**src/rtl/memop_pkg.sv**
```systemverilog
// Package: shared opcode encoding and decoded control for the memory-class
// execution unit. Assumes a 3-bit opcode field supplied by the issue logic.
package memop_pkg;

    localparam int OPC_W = 3;

    typedef enum logic [OPC_W-1:0] {
        OPC_LD_WORD  = 3'd0,
        OPC_ST_WORD  = 3'd1,
        OPC_LD_LOIMM = 3'd2,
        OPC_ST_LOIMM = 3'd3,
        OPC_LD_UPIMM = 3'd4,
        OPC_ST_UPIMM = 3'd5
    } opcode_e;

    typedef enum logic [1:0] {
        VAL_SRC_REG = 2'd0,
        VAL_IMM_LO  = 2'd1,
        VAL_IMM_HI  = 2'd2,
        VAL_MEMORY  = 2'd3
    } val_sel_e;

    typedef enum logic {
        REC_REG = 1'b0,
        REC_MEM = 1'b1
    } rec_kind_e;

    typedef struct packed {
        logic      illegal;
        rec_kind_e kind;
        logic      base_is_rd;
        logic      add_offset;
        logic      is_load;
        val_sel_e  val_sel;
    } ctrl_t;

endpackage

```
**src/rtl/memop_decode.sv**
```systemverilog
// Module: memop_decode
// Turns the opcode into control fields for address and value formation.
// Assumes opcodes 6 and 7 are unassigned and must be reported as illegal.
module memop_decode
    import memop_pkg::*;
(
    input  logic [OPC_W-1:0] opcode,
    output ctrl_t            ctrl
);

    // Purpose: map each defined opcode to its record kind, base and value source.
    always_comb begin
        ctrl            = '0;
        ctrl.kind       = REC_REG;
        ctrl.val_sel    = VAL_SRC_REG;
        case (opcode)
            OPC_LD_WORD: begin
                ctrl.is_load    = 1'b1;
                ctrl.add_offset = 1'b1;
                ctrl.base_is_rd = 1'b0;
                ctrl.val_sel    = VAL_MEMORY;
            end
            OPC_ST_WORD: begin
                ctrl.kind       = REC_MEM;
                ctrl.add_offset = 1'b1;
                ctrl.base_is_rd = 1'b1;
                ctrl.val_sel    = VAL_SRC_REG;
            end
            OPC_LD_LOIMM: begin
                ctrl.val_sel    = VAL_IMM_LO;
            end
            OPC_ST_LOIMM: begin
                ctrl.kind       = REC_MEM;
                ctrl.base_is_rd = 1'b1;
                ctrl.val_sel    = VAL_IMM_LO;
            end
            OPC_LD_UPIMM: begin
                ctrl.val_sel    = VAL_IMM_HI;
            end
            OPC_ST_UPIMM: begin
                ctrl.kind       = REC_MEM;
                ctrl.base_is_rd = 1'b1;
                ctrl.val_sel    = VAL_IMM_HI;
            end
            default: begin
                ctrl.illegal    = 1'b1;
            end
        endcase
    end

    // Purpose: a decoded load never targets memory as its record kind.
    always_comb begin
        AST_LOAD_IS_REG_KIND: assert (!(ctrl.is_load && ctrl.kind == REC_MEM));
    end

endmodule

```
**src/rtl/memop_agen.sv**
```systemverilog
// Module: memop_agen
// Forms the byte address, the record destination and the immediate-derived
// value for one operation. Assumes register values are already forwarded.
// Immediates are zero-extended; the upper form shifts by half the data width.
module memop_agen
    import memop_pkg::*;
#(
    parameter int DATA_W = 32,
    parameter int IMM_W  = 16,
    parameter int REG_W  = 5
) (
    input  rec_kind_e         kind,
    input  logic              base_is_rd,
    input  logic              add_offset,
    input  val_sel_e          val_sel,
    input  logic [REG_W-1:0]  rd_idx,
    input  logic [DATA_W-1:0] rd_val,
    input  logic [DATA_W-1:0] rs_val,
    input  logic [IMM_W-1:0]  imm,
    output logic [DATA_W-1:0] addr,
    output logic [DATA_W-1:0] dest,
    output logic [DATA_W-1:0] value
);

    localparam int HALF_W = DATA_W / 2;

    logic [DATA_W-1:0] imm_lo;
    logic [DATA_W-1:0] imm_hi;
    logic [DATA_W-1:0] base;
    logic [DATA_W-1:0] offset;

    // Purpose: widen the immediate in its lower and upper placements.
    always_comb begin
        imm_lo = DATA_W'(imm);
        imm_hi = imm_lo << HALF_W;
    end

    // Purpose: pick the base register and add the offset when the form has one.
    always_comb begin
        base   = base_is_rd ? rd_val : rs_val;
        offset = add_offset ? imm_lo : '0;
        addr   = base + offset;
    end

    // Purpose: choose the record destination, register index or address.
    always_comb begin
        if (kind == REC_MEM) begin
            dest = addr;
        end else begin
            dest = DATA_W'(rd_idx);
        end
    end

    // Purpose: choose the value carried forward; memory data is merged later.
    always_comb begin
        case (val_sel)
            VAL_SRC_REG: value = rs_val;
            VAL_IMM_LO:  value = imm_lo;
            VAL_IMM_HI:  value = imm_hi;
            default:     value = '0;
        endcase
    end

endmodule

```
**src/rtl/memop_stage.sv**
```systemverilog
// Module: memop_stage
// Holds one operation in the load stage, drives the load port, and keeps a
// one-entry output slot under valid/ready. Illegal operations bypass the
// slot and leave as a one-cycle error pulse. Assumes ld_data answers in the
// same cycle as ld_addr.
module memop_stage
    import memop_pkg::*;
#(
    parameter int DATA_W = 32,
    parameter int ID_W   = 8
) (
    input  logic              clk,
    input  logic              rst_n,
    input  logic              acc_fire,
    output logic              acc_ready,
    input  logic              acc_illegal,
    input  logic              acc_load,
    input  rec_kind_e         acc_kind,
    input  logic [DATA_W-1:0] acc_addr,
    input  logic [DATA_W-1:0] acc_dest,
    input  logic [DATA_W-1:0] acc_value,
    input  logic [ID_W-1:0]   acc_id,
    output logic              ld_valid,
    output logic [DATA_W-1:0] ld_addr,
    output logic [ID_W-1:0]   ld_op_id,
    input  logic [DATA_W-1:0] ld_data,
    output logic              out_valid,
    input  logic              out_ready,
    output logic              out_kind,
    output logic [DATA_W-1:0] out_dest,
    output logic [DATA_W-1:0] out_value,
    output logic [ID_W-1:0]   out_op_id,
    output logic              err_valid,
    output logic [ID_W-1:0]   err_op_id
);

    logic              b_valid;
    logic              b_illegal;
    logic              b_load;
    rec_kind_e         b_kind;
    logic [DATA_W-1:0] b_addr;
    logic [DATA_W-1:0] b_dest;
    logic [DATA_W-1:0] b_value;
    logic [ID_W-1:0]   b_id;

    logic              o_valid;
    rec_kind_e         o_kind;
    logic [DATA_W-1:0] o_dest;
    logic [DATA_W-1:0] o_value;
    logic [ID_W-1:0]   o_id;

    logic              e_valid;
    logic [ID_W-1:0]   e_id;

    logic              slot_free;
    logic              b_advance;
    logic [DATA_W-1:0] b_final;

    // Purpose: decide whether the held operation leaves the stage this cycle.
    always_comb begin
        slot_free = !o_valid || out_ready;
        b_advance = b_valid && (b_illegal || slot_free);
        acc_ready = !b_valid || b_advance;
        b_final   = b_load ? ld_data : b_value;
    end

    // Purpose: present the load request for a held load.
    always_comb begin
        ld_valid = b_valid && b_load;
        ld_addr  = b_addr;
        ld_op_id = b_id;
    end

    // Purpose: capture an accepted operation into the load stage.
    always_ff @(posedge clk) begin
        if (!rst_n) begin
            b_valid   <= 1'b0;
            b_illegal <= 1'b0;
            b_load    <= 1'b0;
            b_kind    <= REC_REG;
            b_addr    <= '0;
            b_dest    <= '0;
            b_value   <= '0;
            b_id      <= '0;
        end else if (acc_fire) begin
            b_valid   <= 1'b1;
            b_illegal <= acc_illegal;
            b_load    <= acc_load;
            b_kind    <= acc_kind;
            b_addr    <= acc_addr;
            b_dest    <= acc_dest;
            b_value   <= acc_value;
            b_id      <= acc_id;
        end else if (b_advance) begin
            b_valid   <= 1'b0;
        end
    end

    // Purpose: fill or drain the output slot.
    always_ff @(posedge clk) begin
        if (!rst_n) begin
            o_valid <= 1'b0;
            o_kind  <= REC_REG;
            o_dest  <= '0;
            o_value <= '0;
            o_id    <= '0;
        end else if (b_advance && !b_illegal) begin
            o_valid <= 1'b1;
            o_kind  <= b_kind;
            o_dest  <= b_dest;
            o_value <= b_final;
            o_id    <= b_id;
        end else if (out_ready) begin
            o_valid <= 1'b0;
        end
    end

    // Purpose: report an illegal operation for exactly one cycle.
    always_ff @(posedge clk) begin
        if (!rst_n) begin
            e_valid <= 1'b0;
            e_id    <= '0;
        end else begin
            e_valid <= b_advance && b_illegal;
            e_id    <= b_id;
        end
    end

    // Purpose: drive the record and error outputs from their registers.
    always_comb begin
        out_valid = o_valid;
        out_kind  = o_kind;
        out_dest  = o_dest;
        out_value = o_value;
        out_op_id = o_id;
        err_valid = e_valid;
        err_op_id = e_id;
    end

    AST_OUT_HOLD: assert property (@(posedge clk) disable iff (!rst_n)
        out_valid && !out_ready |=> out_valid && $stable(out_dest) && $stable(out_value)
            && $stable(out_op_id) && $stable(out_kind));

    AST_JAM_BLOCKS_INPUT: assert property (@(posedge clk) disable iff (!rst_n)
        b_valid && !b_illegal && out_valid && !out_ready |-> !acc_ready);

    AST_ERR_NOT_RECORD: assert property (@(posedge clk) disable iff (!rst_n)
        err_valid |-> !$rose(out_valid));

    AST_ERR_ONE_CYCLE: assert property (@(posedge clk) disable iff (!rst_n)
        err_valid |=> !err_valid || (err_op_id != $past(err_op_id)) || $past(acc_fire, 2));

endmodule

```
**src/rtl/memop_exec_unit.sv**
```systemverilog
// Module: memop_exec_unit
// Top of the memory-class execution unit: decodes the opcode, reads both
// registers through the forwarding read port in the issue cycle, forms
// address and value, then completes loads and emits tagged records.
// Assumes the read port and the load port answer combinationally.
module memop_exec_unit
    import memop_pkg::*;
#(
    parameter int DATA_W = 32,
    parameter int IMM_W  = 16,
    parameter int REG_W  = 5,
    parameter int ID_W   = 8
) (
    input  logic              clk,
    input  logic              rst_n,
    input  logic              in_valid,
    output logic              in_ready,
    input  logic [ID_W-1:0]   in_op_id,
    input  logic [2:0]        in_opcode,
    input  logic [REG_W-1:0]  in_rd_idx,
    input  logic [REG_W-1:0]  in_rs_idx,
    input  logic [IMM_W-1:0]  in_imm,
    output logic [ID_W-1:0]   rp_op_id,
    output logic [REG_W-1:0]  rp_a_idx,
    input  logic [DATA_W-1:0] rp_a_data,
    output logic [REG_W-1:0]  rp_b_idx,
    input  logic [DATA_W-1:0] rp_b_data,
    output logic              ld_valid,
    output logic [DATA_W-1:0] ld_addr,
    output logic [ID_W-1:0]   ld_op_id,
    input  logic [DATA_W-1:0] ld_data,
    output logic              out_valid,
    input  logic              out_ready,
    output logic              out_kind,
    output logic [DATA_W-1:0] out_dest,
    output logic [DATA_W-1:0] out_value,
    output logic [ID_W-1:0]   out_op_id,
    output logic              err_valid,
    output logic [ID_W-1:0]   err_op_id
);

    ctrl_t             ctrl;
    logic              acc_fire;
    logic              acc_ready;
    logic [DATA_W-1:0] f_addr;
    logic [DATA_W-1:0] f_dest;
    logic [DATA_W-1:0] f_value;

    // Purpose: present both register indices with the issuing tag.
    always_comb begin
        rp_op_id = in_op_id;
        rp_a_idx = in_rd_idx;
        rp_b_idx = in_rs_idx;
        in_ready = acc_ready;
        acc_fire = in_valid && acc_ready;
    end

    memop_decode u_decode (
        .opcode (in_opcode),
        .ctrl   (ctrl)
    );

    memop_agen #(
        .DATA_W (DATA_W),
        .IMM_W  (IMM_W),
        .REG_W  (REG_W)
    ) u_agen (
        .kind       (ctrl.kind),
        .base_is_rd (ctrl.base_is_rd),
        .add_offset (ctrl.add_offset),
        .val_sel    (ctrl.val_sel),
        .rd_idx     (in_rd_idx),
        .rd_val     (rp_a_data),
        .rs_val     (rp_b_data),
        .imm        (in_imm),
        .addr       (f_addr),
        .dest       (f_dest),
        .value      (f_value)
    );

    memop_stage #(
        .DATA_W (DATA_W),
        .ID_W   (ID_W)
    ) u_stage (
        .clk         (clk),
        .rst_n       (rst_n),
        .acc_fire    (acc_fire),
        .acc_ready   (acc_ready),
        .acc_illegal (ctrl.illegal),
        .acc_load    (ctrl.is_load),
        .acc_kind    (ctrl.kind),
        .acc_addr    (f_addr),
        .acc_dest    (f_dest),
        .acc_value   (f_value),
        .acc_id      (in_op_id),
        .ld_valid    (ld_valid),
        .ld_addr     (ld_addr),
        .ld_op_id    (ld_op_id),
        .ld_data     (ld_data),
        .out_valid   (out_valid),
        .out_ready   (out_ready),
        .out_kind    (out_kind),
        .out_dest    (out_dest),
        .out_value   (out_value),
        .out_op_id   (out_op_id),
        .err_valid   (err_valid),
        .err_op_id   (err_op_id)
    );

    AST_ILLEGAL_REPORTED: assert property (@(posedge clk) disable iff (!rst_n)
        in_valid && in_ready && in_opcode > 3'd5 |-> ##2 (err_valid && err_op_id == $past(in_op_id, 2)));

    AST_RESET_QUIET: assert property (@(posedge clk)
        !rst_n |=> !out_valid && !err_valid && !ld_valid && in_ready);

    AST_REG_DEST_RANGE: assert property (@(posedge clk) disable iff (!rst_n)
        out_valid && !out_kind |-> out_dest < DATA_W'(2 ** REG_W));

    AST_LOAD_TAG: assert property (@(posedge clk) disable iff (!rst_n)
        in_valid && in_ready && in_opcode == 3'd0 |=> ld_valid && ld_op_id == $past(in_op_id));

endmodule

```
**config.mk**
```make
export PLATFORM = sky130hd
export DESIGN_NAME = memop_exec_unit
export DESIGN_NICKNAME = d
export VERILOG_FILES = /design/src/rtl/memop_pkg.sv /design/src/rtl/memop_decode.sv /design/src/rtl/memop_agen.sv /design/src/rtl/memop_stage.sv /design/src/rtl/memop_exec_unit.sv
export SDC_FILE = /design/constraint.sdc
export NUM_CORES = 1
export LEC_CHECK = 0
export BUFFER_PORTS_ARGS = -buffer_cell sky130_fd_sc_hd__buf_4
export CORE_ASPECT_RATIO = 0.8
export CORE_MARGIN = 1.5
export CORE_UTILIZATION = 38
export CTS_CLUSTER_DIAMETER = 150
export CTS_CLUSTER_SIZE = 40
export DETAILED_ROUTE_END_ITERATION = 6
export MAX_ROUTING_LAYER = met4
export SLEW_MARGIN = 5
export SYNTH_ARGS = -nofsm -noshare
export SYNTH_HDL_FRONTEND = slang
export SYNTH_SLANG_ARGS = --single-unit
export TNS_END_PERCENT = 30
```
**constraint.sdc**
```tcl
create_clock -name clk -period 10.05 [get_ports clk]
set_input_delay 1.5075 -clock clk [delete_from_list [all_inputs] [get_ports clk]]
set_output_delay 1.5075 -clock clk [all_outputs]
set_load 0.05 [all_outputs]
```
==> results of run 1 <==
flip-flops by register name (all words and copies together) (netlist names), 8 cells and up:
| signal | cells |
|---|---|
| u_stage.b_dest | 32 |
| u_stage.out_value | 32 |
| u_stage.ld_addr | 32 |
| u_stage.out_dest | 32 |
| u_stage.b_value | 32 |
| u_stage.err_op_id | 8 |
| u_stage.out_op_id | 8 |
| u_stage.ld_op_id | 8 |
synthesized netlist by cell type (3+ instances only):
cell type                   number  area share (%)
sky130_fd_sc_hd__a211oi_1       35             2.9
sky130_fd_sc_hd__a21o_1          6            0.50
sky130_fd_sc_hd__a21oi_1        77             4.3
sky130_fd_sc_hd__a221oi_1        3            0.29
sky130_fd_sc_hd__a22o_1         40             3.9
sky130_fd_sc_hd__a22oi_1        35             2.9
sky130_fd_sc_hd__a311oi_1        6            0.58
sky130_fd_sc_hd__and2_1         26             1.8
sky130_fd_sc_hd__and3_1          5            0.35
sky130_fd_sc_hd__buf_1           4            0.17
sky130_fd_sc_hd__buf_2           6            0.33
sky130_fd_sc_hd__buf_4          18             1.5
sky130_fd_sc_hd__clkbuf_1       63             2.6
sky130_fd_sc_hd__dfxtp_1       191              42
sky130_fd_sc_hd__ha_1           22             3.1
sky130_fd_sc_hd__inv_1           7            0.29
sky130_fd_sc_hd__mux2i_1        47             5.2
sky130_fd_sc_hd__nand2_1       230             9.6
sky130_fd_sc_hd__nand3_1        27             1.5
sky130_fd_sc_hd__nand4_1         4            0.28
sky130_fd_sc_hd__nor2_1         94             3.9
sky130_fd_sc_hd__nor2b_1         3            0.21
sky130_fd_sc_hd__nor3_1         11            0.61
sky130_fd_sc_hd__o2111ai_1       4            0.39
sky130_fd_sc_hd__o211ai_1        5            0.42
sky130_fd_sc_hd__o21ai_0        35             1.9
sky130_fd_sc_hd__o21bai_1        3            0.25
sky130_fd_sc_hd__or3_1           3            0.21
sky130_fd_sc_hd__xnor2_1        22             2.1
sky130_fd_sc_hd__xor2_1         15             1.5
metal layers:
layer  track usage [%]  up-vias  routed length, um
li1                  -     4186                  -
met1              35.5     4062              14400
met2              36.6      361              13000
met3              5.04       25               2370
met4              5.71        0                296
met5                 -        -                  0
worst register-to-register path: stages, from the launching register on:
cell and delay, ps:
sky130_fd_sc_hd__dfxtp_1 340, sky130_fd_sc_hd__nor2b_1 410, sky130_fd_sc_hd__nand2_1 210, sky130_fd_sc_hd__nand2_2 230, sky130_fd_sc_hd__buf_4 600, sky130_fd_sc_hd__nor2_1 320
sky130_fd_sc_hd__nand2_1 610, sky130_fd_sc_hd__o21ai_0 200
how the worst max path moves through the flow:
stage | to | slack [ps]
finish | u_stage.ld_addr[24] | 5600
floorplan | u_stage.b_dest[22] | 5400
global placement | u_stage.ld_addr[22] | 5180
detailed placement | u_stage.b_dest[22] | 5130
CTS | u_stage.ld_addr[22] | 5600
global route | u_stage.b_dest[26] | 5400
through the flow:
step	power (uW)	util [%]	std cells
after floorplan	1110	-	1085
after global placement	1260	47.7	1582
after detailed placement	1260	47.7	1582
after CTS	1970	50.3	1614
after global routing	2040	50.3	1614
final	1960	50.3	1614
logic make-up after synthesis:
group / count (synthesis) / synth area share (%)
mux: 47 / 5.22
flops: 191 / 42.4
compound gates: 273 / 21.0
simple gates: 415 / 19.5
xor+xnor: 37 / 3.59
buf+inv: 99 / 5.04
fa+ha+maj: 23 / 3.28
power breakdown:
part,switching (uW),internal (uW)
logic,275,148
clock network,349,360
registers,26.3,797
total,650,1310
cell type report:
type / count / share of cell area [%]
flip-flops and latches: 191 / 32.6
inverters: 7 / 0.245
well taps: 312 / 3.33
clock buffers: 17 / 3.63
repair buffers: 277 / 17.7
clock inverters: 15 / 1.55
multi-input cells: 795 / 40.9
==> out/metrics.cfg, run 1 <==
[setup_path]
critical_path.most_common_cell=sky130_fd_sc_hd__nand2_1
worst_setup_path_startpoint=in_opcode[1]
critPathMaxStageDelay_ps=550
rrSetupSlack_ps=6990
worst_r2r_startpoint=u_stage.out_valid
critPathTopFamily=compound AO/OA/AOI/OAI gates
timing_worst_setup_path_type=input port to register
timing.reg2reg.worst_path_depth=7
critPathSlowestCell=sky130_fd_sc_hd__a211oi_4
crit_buf_inv=1
cp-start-kind=input port
worst_ep_arrival_time_ps=4810
worstPathMaxFanout=35
crit_path_end_kind=register
crit_cells=13
crit_chain=buf_4, a21bo_2, nand2_1, nand2_1, ha_1, fa_1, a21o_1, a221oi_2, a22oi_2, a211oi_4, nor3_1, xor2_1, o21ai_0
crit-reg2reg-capture=u_stage.b_dest[28]
critical_path_required_ps=10400

[sta]
final-max-slew-violation-count=0
final.period_utilization_pct=44.3
setup_viol_count_final=0
worstMarginPinSlew_ps=1100
grt_setup_unrepaired=no
timing.hold.ws_ps=450
fin_ws_ps=5600
count_of_final_hold_check_violations=0
min_period_ps=4450
timing.slew.headroom_pct=26.6
worst_clock_skew_ps=19.5
final.setup.tns_ps=0
max_freq_mhz=224

[worst_hold_path]
min-delay-start=u_stage.b_dest[3]
whs_path_depth=2
hold_end=u_stage.out_dest[3]
hold_class=register to register

[floorplan]
die_width_um=175
io-pin-count=280
floorplan.die.height_um=141
rows=50
floorplan.core_area_sq_mm=0.0233
floorplan.initialDensity_pct=38.6
fp.dieArea_sq_mm=0.0247

[drt]
wire_per_inst_um=18.7
route.antenna.remaining_nets=0
drt-vias-per-instance=5.35
drc=0
dr.first_iter.drc_count=706
drt_pass1_iterations=5
routed_wl_mm=30.1
route.vias.total=8634

[clocking]
htreeDepth=4
post_cts_resize_count=0
tritoncts.num_buffers=17
clock-root-buffer=sky130_fd_sc_hd__clkbuf_16
cts.sink_count=191
holdBufCountCts=0
clock_tree.buffer_depth=2
post_cts.repair.setup_buffers=0
clkTransAtPathRegs_ps=80
cts_tree=built
clkLatencyLatePin_ps=450

[logic_synthesis]
syn_nets=1245
syn_avg_cell_area_sq_um=8.31
synth_edf_count=0
synthFlopType=sky130_fd_sc_hd__dfxtp_1
synth_sequential_area_ratio_pct=42.4
netlist_area_sq_mm=0.00901
ys_seq_elements=191
synth-async-reset-ratio_pct=0
ys.warnings.count=0
synthDistinctLibCells=61
synthCells=1085

[final_layout]
post_route_cells_drive_above_1_share_pct=25.7
final_area_sq_mm=0.0117
area_growth_pct=30.2
multi_input_logic_area_sq_mm=0.00480
num-fill-cells=2279
most_common_cell_after_layout_fill_and_taps_aside=sky130_fd_sc_hd__buf_4
num-nets-final=1449
number_of_diodes=0
most_frequent_cells_in_the_layout=sky130_fd_sc_hd__buf_4, sky130_fd_sc_hd__nand2_1, sky130_fd_sc_hd__dfxtp_1
sequential_cell_area_sq_mm=0.00382

[grt]
first_global_vias=8004
track_usage_pct=25.1
grt_pass1_wl_mm=46.4
grt-ovfl-total=0
antenna_violations_before_repair=0
pin_count_of_the_biggest_net_entering_global_routing=100

[placed_design]
worst_setup_slack_post_dpl_ps=5130
routabilityCongestion=0.879
buffer_ports.inserted=269
total_placed_instance_area_sq_mm=0.0111
post-dp-hpwl_mm=22.3

[power]
vdd_ir_drop_max_mv=0.114
power.static_leakage_uw=0.00499
cellPowerDensity_mw_per_mm2=167

[outcome]
run_status=finished clean

[job]
drv.max_cap_violation_count=0

Power figures use the tool's default switching activity.
==> run 2, diff against run 1 <==
==> constraint.sdc (replaced) <==
create_clock -name clk -period 4.2 [get_ports clk]
set_input_delay 0.63 -clock clk [delete_from_list [all_inputs] [get_ports clk]]
set_output_delay 0.63 -clock clk [all_outputs]
set_load 0.05 [all_outputs]
==> run 2 against run 1 <==
Net effect: utilization is 0.17 points higher; critical path type unchanged; the flow now finishes with violations (DRC); critical path depth stayed put; combinational power is 140% higher; count of clock-buffer cells in the layout stayed put; sequential power is 140% higher; worst setup slack worse by 4900 ps; die area stayed put; non-clock buffer count is 3 higher; routed wire length is 0.71% higher; worst hold slack worse by 17 ps; register-to-register slack worse by 5500 ps.
==> out/metrics.cfg, run 2 (same netlist as run 1, synthesis figures left out) <==
[placed_design]
worst_setup_slack_post_dpl_ps=249  ; -4880 ps
routabilityCongestion=0.890  ; +1.3%
post-dp-hpwl_mm=22.6  ; +1.5%
buffer_ports.inserted=269  ; unchanged

[final_layout]
most_common_cell_after_layout_fill_and_taps_aside=sky130_fd_sc_hd__buf_4
most_frequent_cells_in_the_layout=sky130_fd_sc_hd__buf_4, sky130_fd_sc_hd__nand2_1, sky130_fd_sc_hd__dfxtp_1
post_route_cells_drive_above_1_share_pct=25.9  ; +0.17 points
num-nets-final=1452  ; +0.21%
utilization_pct=50.5  ; +0.17 points
area_growth_pct=30.6
number_of_diodes=0  ; unchanged

[drt]
dr.first_iter.drc_count=744  ; +5.4%
route.antenna.remaining_nets=0  ; unchanged
route.vias.total=8602  ; -0.37%
drt-vias-per-instance=5.32  ; -0.56%
routed_wl_mm=30.3  ; +0.71%
drt_pass1_iterations=7  ; +2
wire_per_inst_um=18.8  ; +0.53%
drc=3  ; +3

[clocking]
htreeDepth=4  ; unchanged
clkTransAtPathRegs_ps=90  ; about the same
holdBufCountCts=0  ; unchanged
post_cts.repair.setup_buffers=0  ; unchanged
clkLatencyLatePin_ps=440  ; about the same
post_cts_resize_count=0  ; unchanged
cts.sink_count=191  ; unchanged
cts_tree=built
clock_tree.buffer_depth=2  ; unchanged
tritoncts.num_buffers=17  ; unchanged
clock-root-buffer=sky130_fd_sc_hd__clkbuf_16

[floorplan]
floorplan.core_area_sq_mm=0.0233  ; unchanged
floorplan.initialDensity_pct=38.6  ; unchanged
io-pin-count=280  ; unchanged
die_width_um=175  ; unchanged
floorplan.die.height_um=141  ; unchanged
fp.dieArea_sq_mm=0.0247  ; unchanged
rows=50  ; unchanged

[setup_path]
worst_ep_arrival_time_ps=3820  ; -990 ps
cp-start-kind=input port
crit_path_end_kind=register
timing_worst_setup_path_type=input port to register
critical_path_required_ps=4530  ; -5870 ps
worstPathMaxFanout=16  ; -54%

[power]
vdd_ir_drop_max_mv=0.291  ; +160%
cellPowerDensity_mw_per_mm2=398  ; +140%
power.static_leakage_uw=0.00500  ; +0.27%

[sta]
worst_clock_skew_ps=8.59  ; -10.9 ps
timing.hold.ws_ps=434  ; -16.6 ps
setup_viol_count_final=0  ; unchanged
final-max-slew-violation-count=0  ; unchanged
grt_setup_unrepaired=no
worstMarginPinSlew_ps=1020  ; -77.7 ps
final.setup.tns_ps=0  ; unchanged
timing.slew.headroom_pct=31.8  ; +5.2 points
count_of_final_hold_check_violations=0  ; unchanged
max_freq_mhz=287
min_period_ps=3490
final.period_utilization_pct=83.1
fin_ws_ps=710  ; -4890 ps

[grt]
grt-ovfl-total=0  ; unchanged
track_usage_pct=25.1  ; +0.058 points
first_global_vias=8016  ; +0.15%
antenna_violations_before_repair=0  ; unchanged
grt_pass1_wl_mm=46.4  ; about the same
pin_count_of_the_biggest_net_entering_global_routing=81  ; -19%

[outcome]
failing_checks=DRC
run_status=finished with violations

[worst_hold_path]
hold_class=input port to register

[job]
drv.max_cap_violation_count=0  ; unchanged

[run 2: through the flow]
| step | area (sq um) | cells | total power [uW] |
|---|---|---|---|
| 2_1_floorplan | 9010 | 1085 | 2660 |
| 3_3_place_gp | 11200 | 1585 | 3020 |
| 3_5_place_dp | 11200 | 1585 | 3030 |
| 4_1_cts | 11800 | 1617 | 4720 |
| 5_1_grt | 11800 | 1617 | 4870 |
| 6_report | 11800 | 1617 | 4690 |
[run 2: final timing paths]
path / slack (ps) / to / start / cells past startpoint
min reg2reg: 450 / u_stage.out_dest[6] / u_stage.b_dest[6] / 2
max: 710 / u_stage.ld_addr[22] / in_opcode[1] / 13
max reg2reg: 1470 / u_stage.b_value[0] / u_stage.out_valid / 7
min: 430 / u_stage.ld_op_id[1] / in_op_id[1] / 3
[run 2: routing by layer]
layer / vias up / share of wire [%] / wire, um / global-route usage, %
met5: - / 0 / 0 / -
li1: 4200 / - / - / -
met4: 0 / 0.85 / 257 / 4.41
met1: 4060 / 48 / 14400 / 35.2
met2: 321 / 44 / 13300 / 37.5
met3: 21 / 7.7 / 2330 / 5.34
[run 2: final cells by class]
type / count / area (sq um)
well taps: 312 / 390
clock buffers: 17 / 425
multi-input cells: 795 / 4800
repair buffers: 280 / 2110
flip-flops and latches: 191 / 3820
clock inverters: 15 / 191
inverters: 7 / 28.8
fillers: 2310 / 11600
[run 2: critical path, cell delays in order]
cell,delay (ps)
sky130_fd_sc_hd__buf_4,130
sky130_fd_sc_hd__inv_1,90
sky130_fd_sc_hd__ha_1,360
sky130_fd_sc_hd__and2_1,210
sky130_fd_sc_hd__ha_1,220
sky130_fd_sc_hd__fa_1,410
sky130_fd_sc_hd__a21o_1,200
sky130_fd_sc_hd__a221oi_2,360
sky130_fd_sc_hd__a22oi_2,170
sky130_fd_sc_hd__a211oi_4,520
sky130_fd_sc_hd__a221oi_1,130
sky130_fd_sc_hd__xnor2_1,170
sky130_fd_sc_hd__a22o_1,210
[run 2: power breakdown]
part           switching (uW)  internal [uW]
Combinational             659            358
Clock                     834            862
Sequential               65.1           1910
Total                    1560           3130
==> run 3, diff against run 2 <==
==> constraint.sdc (replaced) <==
create_clock -name clk -period 3.45 [get_ports clk]
set_input_delay 0.5175 -clock clk [delete_from_list [all_inputs] [get_ports clk]]
set_output_delay 0.5175 -clock clk [all_outputs]
set_load 0.05 [all_outputs]
==> run 3 against run 2 <==
Net effect: the run now ends clean; die area did not move; highest routed layer unchanged; critical endpoint is now u_stage.ld_addr[30]; final cell count rose by 1.5%; largest power group unchanged; largest cell class unchanged; via count rose by 0.60%; sequential power rose by 22%; sequential share of layout area fell by 0.50 points; non-clock buffer count rose by 24.
==> out/metrics.cfg, run 3 (same netlist as run 1, synthesis figures left out) <==
[outcome]
run_status=finished clean

[clocking]
cts.sink_count=191  ; unchanged
clkTransAtPathRegs_ps=80  ; about the same
tritoncts.num_buffers=17  ; unchanged
post_cts_resize_count=0  ; unchanged
holdBufCountCts=0  ; unchanged
clock-root-buffer=sky130_fd_sc_hd__clkbuf_16
post_cts.repair.setup_buffers=0  ; unchanged
clock_tree.buffer_depth=2  ; unchanged
htreeDepth=4  ; unchanged
cts_tree=built
clkLatencyLatePin_ps=440  ; about the same

[job]
drv.max_cap_violation_count=0  ; unchanged

[final_layout]
post_route_cells_drive_above_1_share_pct=27.5  ; +1.6 points
num-nets-final=1476  ; +1.7%
final_cell_count_no_fill=1642  ; +1.5%
most_common_cell_after_layout_fill_and_taps_aside=sky130_fd_sc_hd__buf_4
area_growth_pct=32.7
most_frequent_cells_in_the_layout=sky130_fd_sc_hd__buf_4, sky130_fd_sc_hd__nand2_1, sky130_fd_sc_hd__dfxtp_1

[setup_path]
crit_path_end_kind=register
worst_ep_arrival_time_ps=3320  ; -500 ps
rrSetupSlack_ps=880  ; -590 ps
cp-start-kind=input port
timing_worst_setup_path_type=input port to register
worst_r2r_startpoint=u_stage.out_valid
critical_path_required_ps=3740  ; -790 ps
worstPathMaxFanout=11  ; -5
timing.reg2reg.worst_path_depth=6  ; -1
crit-reg2reg-capture=u_stage.b_dest[24]

[placed_design]
worst_setup_slack_post_dpl_ps=-30.1  ; -279 ps
routabilityCongestion=0.877  ; -1.5%
placed_cells=1609  ; +1.5%
buffer_ports.inserted=269  ; unchanged
post-dp-hpwl_mm=23.0  ; +1.4%

[sta]
final-max-slew-violation-count=0  ; unchanged
timing.slew.headroom_pct=35.2  ; +3.4 points
worst_clock_skew_ps=11.6  ; +2.98 ps
count_of_final_hold_check_violations=0  ; unchanged
max_freq_mhz=330
setup_viol_count_final=0  ; unchanged
timing.hold.ws_ps=328  ; -106 ps
fin_ws_ps=419  ; -291 ps
min_period_ps=3030
grt_setup_unrepaired=no
final.period_utilization_pct=87.9
worstMarginPinSlew_ps=972  ; -48.9 ps

[drt]
dr.first_iter.drc_count=568  ; -24%
routed_wl_mm=30.4  ; about the same
drt-vias-per-instance=5.27  ; -0.93%
route.antenna.remaining_nets=0  ; unchanged
route.vias.total=8654  ; +0.60%
drc=0  ; -3
drt_pass1_iterations=5  ; -2
wire_per_inst_um=18.5  ; -1.5%

[worst_hold_path]
min-delay-start=in_op_id[4]
whs_path_depth=3  ; unchanged
hold_class=input port to register
hold_end=u_stage.ld_op_id[4]

[floorplan]
fp.dieArea_sq_mm=0.0247  ; unchanged
floorplan.initialDensity_pct=38.6  ; unchanged
rows=50  ; unchanged
die_width_um=175  ; unchanged
io-pin-count=280  ; unchanged
floorplan.core_area_sq_mm=0.0233  ; unchanged
floorplan.die.height_um=141  ; unchanged

[grt]
pin_count_of_the_biggest_net_entering_global_routing=98  ; +21%
grt_pass1_wl_mm=46.7  ; +0.76%
grt-ovfl-total=0  ; unchanged
first_global_vias=8278  ; +3.3%
track_usage_pct=25.3  ; +0.16 points
antenna_violations_before_repair=1  ; +1

[power]
vdd_ir_drop_max_mv=0.327  ; +12%
power.static_leakage_uw=0.00511  ; +2.2%
cellPowerDensity_mw_per_mm2=483  ; +21%

[run 3: power breakdown]
group / internal [uW] / total, uW / switching [uW]
clock network: 1110 / 2110 / 995
logic: 456 / 1260 / 808
registers: 2320 / 2400 / 80.4
[run 3: layout make-up]
cell class	count	area, sq um
Timing Repair Buffer	304	2280
Sequential cell	191	3820
Inverter	7	28.8
Multi-Input combinational cell	795	4810
Clock buffer	17	425
Tap cell	312	390
Antenna cell	1	2.50
Fill cell	2260	11400
Clock inverter	15	191
[run 3: worst max path at each step]
stage / to / start / depth (start not counted) / slack (ps)
2_1_floorplan: u_stage.b_dest[22] / in_opcode[0] / 16 / 20
3_3_place_gp: u_stage.b_dest[23] / in_opcode[1] / 13 / 60
3_5_place_dp: u_stage.b_dest[23] / in_opcode[1] / 13 / -30
4_1_cts: u_stage.b_dest[23] / in_opcode[1] / 13 / 440
5_1_grt: u_stage.ld_addr[30] / in_opcode[1] / 15 / 160
6_report: u_stage.ld_addr[30] / in_opcode[1] / 15 / 420
[run 3: worst max-delay path, stage by stage]
cell	delay (ps)
sky130_fd_sc_hd__buf_4	130
sky130_fd_sc_hd__buf_4	150
sky130_fd_sc_hd__a21boi_4	320
sky130_fd_sc_hd__buf_4	250
sky130_fd_sc_hd__nand2_1	70
sky130_fd_sc_hd__nand2_1	50
sky130_fd_sc_hd__ha_1	220
sky130_fd_sc_hd__and3_1	200
sky130_fd_sc_hd__o21ai_0	100
sky130_fd_sc_hd__a22oi_2	320
sky130_fd_sc_hd__a211oi_4	130
sky130_fd_sc_hd__buf_4	180
sky130_fd_sc_hd__nor3_1	380
sky130_fd_sc_hd__xor2_1	190
sky130_fd_sc_hd__o21ai_0	90
[run 3: metal layers]
metal  wire, um  share of wire [%]  global-route usage [%]
met1      14900                 49                    35.8
met2      13000                 43                    37.0
met3       1950                6.4                    4.48
met4        563                1.9                    6.70
met5          0                  0                       -
[run 3: per-stage QoR]
step           cell area [sq um]  util (%)  total power (uW)  setup TNS (ps)
6_report                   12000      51.2              5780               0
5_1_grt                    12000      51.2              6000               0
3_5_place_dp               11300      48.6              3710           -57.0
2_1_floorplan               9050         -              3240               0
4_1_cts                    12000      51.2              5810               0
3_3_place_gp               11300      48.6              3710               0
